[src/rtl/sqrt_approx_pkg.sv]
package sqrt_approx_pkg;
  // bitwise integer square root, used for segment constants and checks
  function automatic longint unsigned isqrt_u64(input longint unsigned v);
    longint unsigned res;
    longint unsigned cand;
    res = 0;
    for (int i = 31; i >= 0; i--) begin
      cand = res | (64'd1 << i);
      if (cand * cand <= v) res = cand;
    end
    return res;
  endfunction
endpackage

[src/rtl/sqrt_lead_norm.sv]
module sqrt_lead_norm #(
  parameter int IN_W = 16,
  localparam int K_W = $clog2(IN_W),
  localparam int M_W = IN_W - 1
) (
  input  logic [IN_W-1:0] data_i,
  output logic [K_W-1:0]  char_o,
  output logic [M_W-1:0]  frac_o
);
  logic [IN_W-1:0] norm;

  always_comb begin
    char_o = '0;
    for (int i = 0; i < IN_W; i++)
      if (data_i[i]) char_o = K_W'(i);
  end

  assign norm   = data_i << (K_W'(M_W) - char_o);
  assign frac_o = norm[M_W-1:0];

  // normalised word must carry the leading one at its top
  always_comb begin
    if (data_i != '0)
      assert_norm_lead_R6: assert (norm[IN_W-1] == 1'b1);
  end
endmodule

[src/rtl/sqrt_seg_corr.sv]
module sqrt_seg_corr #(
  parameter int M_W    = 15,
  parameter int FRAC_W = 16,
  parameter int RGN_W  = 2,
  localparam int RGNS  = 1 << RGN_W,
  localparam int LOC_W = M_W - RGN_W,
  localparam int Y_W   = FRAC_W + 2
) (
  input  logic              odd_i,
  input  logic [M_W-1:0]    frac_i,
  output logic [FRAC_W-1:0] corr_o
);
  localparam logic [Y_W-1:0] ONE_Y = Y_W'(1) << FRAC_W;
  localparam logic [Y_W-1:0] TOP_Y = Y_W'(1) << (FRAC_W + 1);

  logic [Y_W-1:0]    base_tbl  [2][RGNS];
  logic [FRAC_W-1:0] slope_tbl [2][RGNS];

  for (genvar f = 0; f < 2; f++) begin : g_fam
    for (genvar r = 0; r < RGNS; r++) begin : g_rgn
      localparam int SH = 2 * FRAC_W + f - RGN_W;
      localparam longint unsigned Y0 =
        sqrt_approx_pkg::isqrt_u64(64'(RGNS + r) << SH);
      localparam longint unsigned Y1 =
        sqrt_approx_pkg::isqrt_u64(64'(RGNS + r + 1) << SH);
      localparam longint unsigned YM =
        sqrt_approx_pkg::isqrt_u64(64'(2 * RGNS + 2 * r + 1) << (SH - 1));
      localparam longint unsigned SAG = YM - (Y0 + Y1) / 2;
      assign base_tbl[f][r]  = Y_W'(Y0 + SAG / 2);
      assign slope_tbl[f][r] = FRAC_W'(Y1 - Y0);
    end
  end

  logic [RGN_W-1:0]        rgn;
  logic [LOC_W-1:0]        loc;
  logic [Y_W-1:0]          base_sel;
  logic [FRAC_W-1:0]       slope_sel;
  logic [FRAC_W+LOC_W-1:0] prod;
  logic [Y_W-1:0]          y_sum;

  assign rgn       = frac_i[M_W-1 -: RGN_W];
  assign loc       = frac_i[LOC_W-1:0];
  assign base_sel  = base_tbl[odd_i][rgn];
  assign slope_sel = slope_tbl[odd_i][rgn];
  assign prod      = (FRAC_W+LOC_W)'(slope_sel) * (FRAC_W+LOC_W)'(loc);
  assign y_sum     = base_sel + Y_W'(prod[FRAC_W+LOC_W-1:LOC_W]);

  // saturate rather than wrap past 2.0
  assign corr_o = (y_sum >= TOP_Y) ? '1 : FRAC_W'(y_sum - ONE_Y);

  always_comb begin
    assert_base_window_R6: assert (base_sel >= ONE_Y && base_sel < TOP_Y + (ONE_Y >> 6));
  end
endmodule

[src/rtl/sqrt_scale.sv]
module sqrt_scale #(
  parameter int FRAC_W = 16,
  parameter int SH_W   = 3,
  parameter int OUT_W  = 8,
  localparam int WIDE_W = FRAC_W + 1 + OUT_W
) (
  input  logic [FRAC_W-1:0] corr_i,
  input  logic [SH_W-1:0]   shift_i,
  output logic [OUT_W-1:0]  root_o
);
  logic [WIDE_W-1:0] wide;

  assign wide   = WIDE_W'({1'b1, corr_i}) << shift_i;
  assign root_o = wide[FRAC_W +: OUT_W];
endmodule

[src/rtl/sqrt_approx_unit.sv]
module sqrt_approx_unit #(
  parameter int IN_W   = 16,
  parameter int FRAC_W = 16,
  parameter int RGN_W  = 2,
  localparam int K_W   = $clog2(IN_W),
  localparam int M_W   = IN_W - 1,
  localparam int OUT_W = IN_W / 2
) (
  input  logic             clk_i,
  input  logic             rst_ni,
  input  logic             valid_i,
  input  logic [IN_W-1:0]  data_i,
  output logic             valid_o,
  output logic [OUT_W-1:0] root_o
);
  logic [K_W-1:0]    chr;
  logic [M_W-1:0]    frac;
  logic [FRAC_W-1:0] corr;
  logic [OUT_W-1:0]  scaled;
  logic [OUT_W-1:0]  root_next;

  sqrt_lead_norm #(.IN_W(IN_W)) u_lead (
    .data_i (data_i),
    .char_o (chr),
    .frac_o (frac)
  );

  sqrt_seg_corr #(.M_W(M_W), .FRAC_W(FRAC_W), .RGN_W(RGN_W)) u_corr (
    .odd_i  (chr[0]),
    .frac_i (frac),
    .corr_o (corr)
  );

  sqrt_scale #(.FRAC_W(FRAC_W), .SH_W(K_W-1), .OUT_W(OUT_W)) u_scale (
    .corr_i  (corr),
    .shift_i (chr[K_W-1:1]),
    .root_o  (scaled)
  );

  assign root_next = (data_i == '0) ? '0 : scaled;

  always_ff @(posedge clk_i or negedge rst_ni) begin
    if (!rst_ni) begin
      valid_o <= 1'b0;
      root_o  <= '0;
    end else begin
      valid_o <= valid_i;
      if (valid_i) root_o <= root_next;
    end
  end

  assert_strobe_R2: assert property (@(posedge clk_i) disable iff (!rst_ni)
    valid_i |=> valid_o);
  assert_idle_R2: assert property (@(posedge clk_i) disable iff (!rst_ni)
    !valid_i |=> !valid_o);
  assert_hold_R3: assert property (@(posedge clk_i) disable iff (!rst_ni)
    !valid_i |=> $stable(root_o));
  assert_zero_R4: assert property (@(posedge clk_i) disable iff (!rst_ni)
    (valid_i && data_i == '0) |=> root_o == '0);
  assert_unit_R5: assert property (@(posedge clk_i) disable iff (!rst_ni)
    (valid_i && data_i == IN_W'(1)) |=> root_o == OUT_W'(1));
  assert_floor_R6: assert property (@(posedge clk_i) disable iff (!rst_ni)
    valid_i |-> (64'(root_next) + 64'd2) * (64'(root_next) + 64'd2) > 64'(data_i));
  assert_ceiling_R7: assert property (@(posedge clk_i) disable iff (!rst_ni)
    valid_i |-> 64'(root_next) * 64'(root_next) * 64'd1000000 <= 64'(data_i) * 64'd1006812);
endmodule

[config.mk]
export PLATFORM = sky130hd
export DESIGN_NAME = sqrt_approx_unit
export DESIGN_NICKNAME = d
export VERILOG_FILES = /design/src/rtl/sqrt_approx_pkg.sv /design/src/rtl/sqrt_lead_norm.sv /design/src/rtl/sqrt_seg_corr.sv /design/src/rtl/sqrt_scale.sv /design/src/rtl/sqrt_approx_unit.sv
export SDC_FILE = /design/constraint.sdc
export NUM_CORES = 1
export LEC_CHECK = 0
export BUFFER_PORTS_ARGS = -buffer_cell sky130_fd_sc_hd__buf_4
export CAP_MARGIN = 10
export CELL_PAD_IN_SITES_DETAIL_PLACEMENT = 2
export CELL_PAD_IN_SITES_GLOBAL_PLACEMENT = 2
export CORE_MARGIN = 2
export CORE_UTILIZATION = 36
export DETAILED_ROUTE_END_ITERATION = 10
export PLACE_DENSITY_LB_ADDON = 0.1
export SLEW_MARGIN = 5
export SYNTH_ARGS = -nofsm -noshare
export SYNTH_HDL_FRONTEND = slang
export SYNTH_SLANG_ARGS = --single-unit
[constraint.sdc]
create_clock -name clk_i -period 0.9 [get_ports clk_i]
set_input_delay 0.18 -clock clk_i [delete_from_list [all_inputs] [get_ports clk_i]]
set_output_delay 0.18 -clock clk_i [all_outputs]
set_load 0.02 [all_outputs]
==> results.md, run 1 <==
* Die height at 153.7 um
* CTS Buffer Depth at 2
* CTS sink count at 9
* Main combinational cell family by area after synthesis: adder cells
* Mux contribution to synthesized area at 0.6824%
* Cell taking the most area after synthesis: fa_1
* First reported error: [ERROR DPL-0033] detailed placement checks failed during check placement.
* Worst-path end type: register data pin
* Post-synth top flop: dfrtp_1
* Largest net degree at the start of global routing at 25
* PortBufs at 27
* Syn Inst Count at 1011
* DP Area at 0.01084 mm^2
* Synth top area cells: fa_1 33%, ha_1 14%, nor2_1 6.8%
* Avg Cell Area, Syn at 7.980 um^2
* Xor-xnor portion of the synthesized cell area at 1.954%
* CTS Root Cell: clkbuf_16
* Total CTS buffers at 3
* Halt Stage: 5_1_grt
* RD Place Congestion at 0.9366
* Top cells by count, synth: 146 x nor2_1, 140 x inv_1, 132 x fa_1
* Share of the synthesized area in the top cell type at 32.75%
* FP Rows at 54
* Status: did not finish
* Yosys warns at 0
* I/O pins at 28
* Dpl hpwl at 36140 um
* Synth Area in Simple Gates at 20.66%
* EDFF count, synth at 0
* Initial antenna violation count at 1
* Top-count cell post-synth: nor2_1
* Synth Register Bits at 9
* Chip Width at 153.7 um
* Compound-Gate Fraction of Synth Area at 17.96%
* Mapped cell area at 0.008068 mm^2
* Initial Util at 36.85%
* Post-synth cell types at 85
* Sequential-to-total area share from yosys stat at 2.792%
* H-tree levels at 1
* Worst-path endpoint after global-route repair_timing: root_o[0]$_DFFE_PN0P_/D
* Placed cell count at 1574
* Adder-cell area share of the yosys netlist at 47.02%
* Async SR Flop Fraction at 100.0%
repair_timing:
action | CTS
gates cloned | 0
hold buffers | 1
pin swaps | 72
resized for setup | 104
buffers inserted | 42
hold endpoints to repair | 9
endpoints found under the setup margin | 16
through the flow:
stage | setup WS (ns) | hold slack (ns) | utilization (%) | setup TNS, ns
4_1_cts | -8.590 | 0.3063 | 53.42 | -59.87
3_5_place_dp | -9.656 | 0.01256 | 49.54 | -66.56
2_1_floorplan | -8.038 | -0.1156 | - | -55.39
3_3_place_gp | -9.038 | 0.01076 | 49.54 | -62.68
logic make-up after synthesis:
family,count (synthesis)
and+or+nand+nor,366
adders and majority gates,224
AOI/OAI and AO/OA,208
buffers and inverters,179
xor gates and xnor gates,18
DFF,9
muxes,5
other,2
==> run 2: changes to the inputs <==
- CELL_PAD_IN_SITES_DETAIL_PLACEMENT: 2 -> not set
- CELL_PAD_IN_SITES_GLOBAL_PLACEMENT: 2 -> not set
- CORE_UTILIZATION: 36 -> 40
- PLACE_DENSITY_LB_ADDON: 0.1 -> 0.15
- clock period: 0.9 -> 1.17 ns (I/O delays scaled with it)
==> results.md, run 2 <==
* Status: finished with violations
* Failing checks: negative setup slack
* Total CTS buffers at 3
* Sequential-to-total area share from yosys stat at 2.792%
* Final Hold Fails at 0
* Via Count at 8379
* Non-filler instance count after layout at 1608
* Pre-antenna DRT Iters at 5
* Grt met2 use at 45.05%
* CP required at 1.29 ns
* Worst-Skew Late Latency at 0.24 ns
* RD Place Congestion at 0.9015
* Hold path start: valid_i
* DRT iter0 DRCs at 483
* Most used cell, CP: fa_1
* Syn Inst Count at 1011
* Share of cells above drive strength 1 at 39.31%
* Routed wire length per instance at 17.34 um
* I/O pins at 28
* Global route overflow at 0
* Vias in the first global route at 8727
* Die area at 0.02132 mm^2
* Worst hold stages at 2
* FP Rows at 51
* Initial antenna violation count at 0
* Final setup fails at 7
* Met3 Track Usage GR at 2.406%
* Yosys warns at 0
* Worst reg2reg path depth at 4
* Reg-to-reg slack, setup at 0.19 ns
* Worst path arrival time at 9.17 ns
* DRC viols at 0
* Critical Path End Type: flip-flop
* Max cap viols at 0
* Initial Util at 41.05%
* EDFF count, synth at 0
* Post-DRT Antenna Nets at 0
* CTS Root Cell: clkbuf_16
* Gr busiest metal: met2
* First-pass GRT wire length at 45310 um
* Slowest stage delay, CP at 0.58 ns
* Post-synth cell types at 85
* Fin crit period at 9.051 ns
* GRT Total Usage at 26.50%
* Reg2reg start: root_o[3]$_DFFE_PN0P_
* Hold Path End: valid_o$_DFF_PN0_
* Critical path startpoint category: input pin
* Async SR Flop Fraction at 100.0%
* Final critical-path share of the clock period at 773.6%
* Pins over their slew limit at 0
* Via density at 5.211
* Top Registers: root_o x8, valid_o x1
* Avg Cell Area, Syn at 7.980 um^2
* Area Overhead vs Synth at 48.60%
* Final setup margin at -7.881 ns
* Largest register FFs at 8
* Dpl hpwl at 23390 um
* # nets final at 1587
* CTS Buffer Depth at 2
* Grt met1 use at 36.93%
* CTS sink count at 9
* Critical path class: input pin to flip-flop
* Share of the synthesized area in the top cell type at 32.75%
* Synth top area cells: fa_1 33%, ha_1 14%, nor2_1 6.8%
* Top-count cell post-synth: nor2_1
* PortBufs at 27
* Peak Freq at 110.5 MHz
* Post-synth top flop: dfrtp_1
* Largest net degree at the start of global routing at 25
* Mapped cell area at 0.008068 mm^2
* H-tree levels at 1
* Clock Skew at 0 ns
* Top cells by count, synth: 146 x nor2_1, 140 x inv_1, 132 x fa_1
* Die height at 146.0 um
* Biggest register: root_o
* Critical-path top delay cell: fa_1
* CP delay by family, top: adder cells
* Chip Width at 146.0 um
* Min-Delay Path Class: input pin to flip-flop
* Reg clk slew, reported paths at 0.04 ns
* Crit path buf inv count at 8
* Core area at 0.01965 mm^2
* Antenna cell count at 0
* Total wire length at 27880 um
* Synth Register Bits at 9
* Setup TNS Final at -54.66 ns
* Commonest non-fill, non-tap cells in the layout: 332 x buf_4, 130 x inv_1, 127 x nor2_1
* Commonest non-fill, non-tap cell in the layout: buf_4
* Cell taking the most area after synthesis: fa_1
* Placed cell count at 1557
* R2r endpoint: root_o[3]$_DFFE_PN0P_
* RSZ-0062 raised after global routing: yes
* Hold slack at 0.2927 ns
* CTS tree: yes
* Final instance area at 0.01199 mm^2
* Max FO, Critical Path at 6
* DP Area at 0.01082 mm^2
run 2: cell counts after synthesis:
No cell type changed its count.
run 2: through the flow:
step | utilization, % | setup slack [ns]
finish | 61.00 | -7.881
global route | 61.00 | -8.254
CTS | 58.59 | -7.842
detailed placement | 55.07 | -8.583
global placement | 55.07 | -8.551
floorplan | - | -7.822
run 2: cell type report:
class                           count  area, um^2
Multi-Input combinational cell    827        7941
Fill cell                        1802        7665
Timing Repair Buffer              359        2864
Inverter                          144       548.0
Tap cell                          265       331.6
Sequential cell                     9       225.2
Clock buffer                        4       78.83
run 2: cell families (layout without fill, tap and decap cells):
| group | after synthesis | in the layout | share of synthesized area, % |
|---|---|---|---|
| and+or+nand+nor | 366 | 366 | 20.66 |
| buffers and inverters | 179 | 507 | 8.840 |
| DFF | 9 | 9 | 2.792 |
| adders and majority gates | 224 | 224 | 47.02 |
| AOI/OAI and AO/OA | 208 | 208 | 17.96 |
| other | 2 | 6 | 0.09309 |
| xor gates and xnor gates | 18 | 18 | 1.954 |
| muxes | 5 | 5 | 0.6823 |
run 2: repair_timing:
action                                  CTS  global route
resized for setup                        90            81
endpoints found under the hold margin     9             0
hold buffers                              1             0
setup buffers                            25            24
pin swaps                                66            81
endpoints found under the setup margin    7             7
run 2: worst max-delay path by stage:
stage,slack (ns),cells after the start,to,from
2_1_floorplan,-7.82,42,root_o[1]$_DFFE_PN0P_,data_i[10]
3_3_place_gp,-8.55,39,root_o[0]$_DFFE_PN0P_,data_i[11]
3_5_place_dp,-8.58,38,root_o[1]$_DFFE_PN0P_,data_i[11]
4_1_cts,-7.84,40,root_o[1]$_DFFE_PN0P_,data_i[10]
5_1_grt,-8.25,44,root_o[1]$_DFFE_PN0P_,data_i[10]
6_report,-7.88,40,root_o[1]$_DFFE_PN0P_,data_i[11]
run 2: worst reg2reg max path: stages, from the launching register on:
cell and delay, ns:
dfrtp_1 0.36, nor2b_1 0.14, nor2_1 0.07, o21ai_0 0.08, o22a_1 0.21
run 2: metal layers:
| layer | wire length, um | vias up |
|---|---|---|
| met5 | 0 | - |
| met4 | 713 | 0 |
| met3 | 1394 | 50 |
| met2 | 13270 | 236 |
| met1 | 12500 | 4091 |
| li1 | - | 4002 |
Power of run 2 is not shown: default switching activity piles up to over one toggle a cycle in this logic, so the estimate is an artifact.
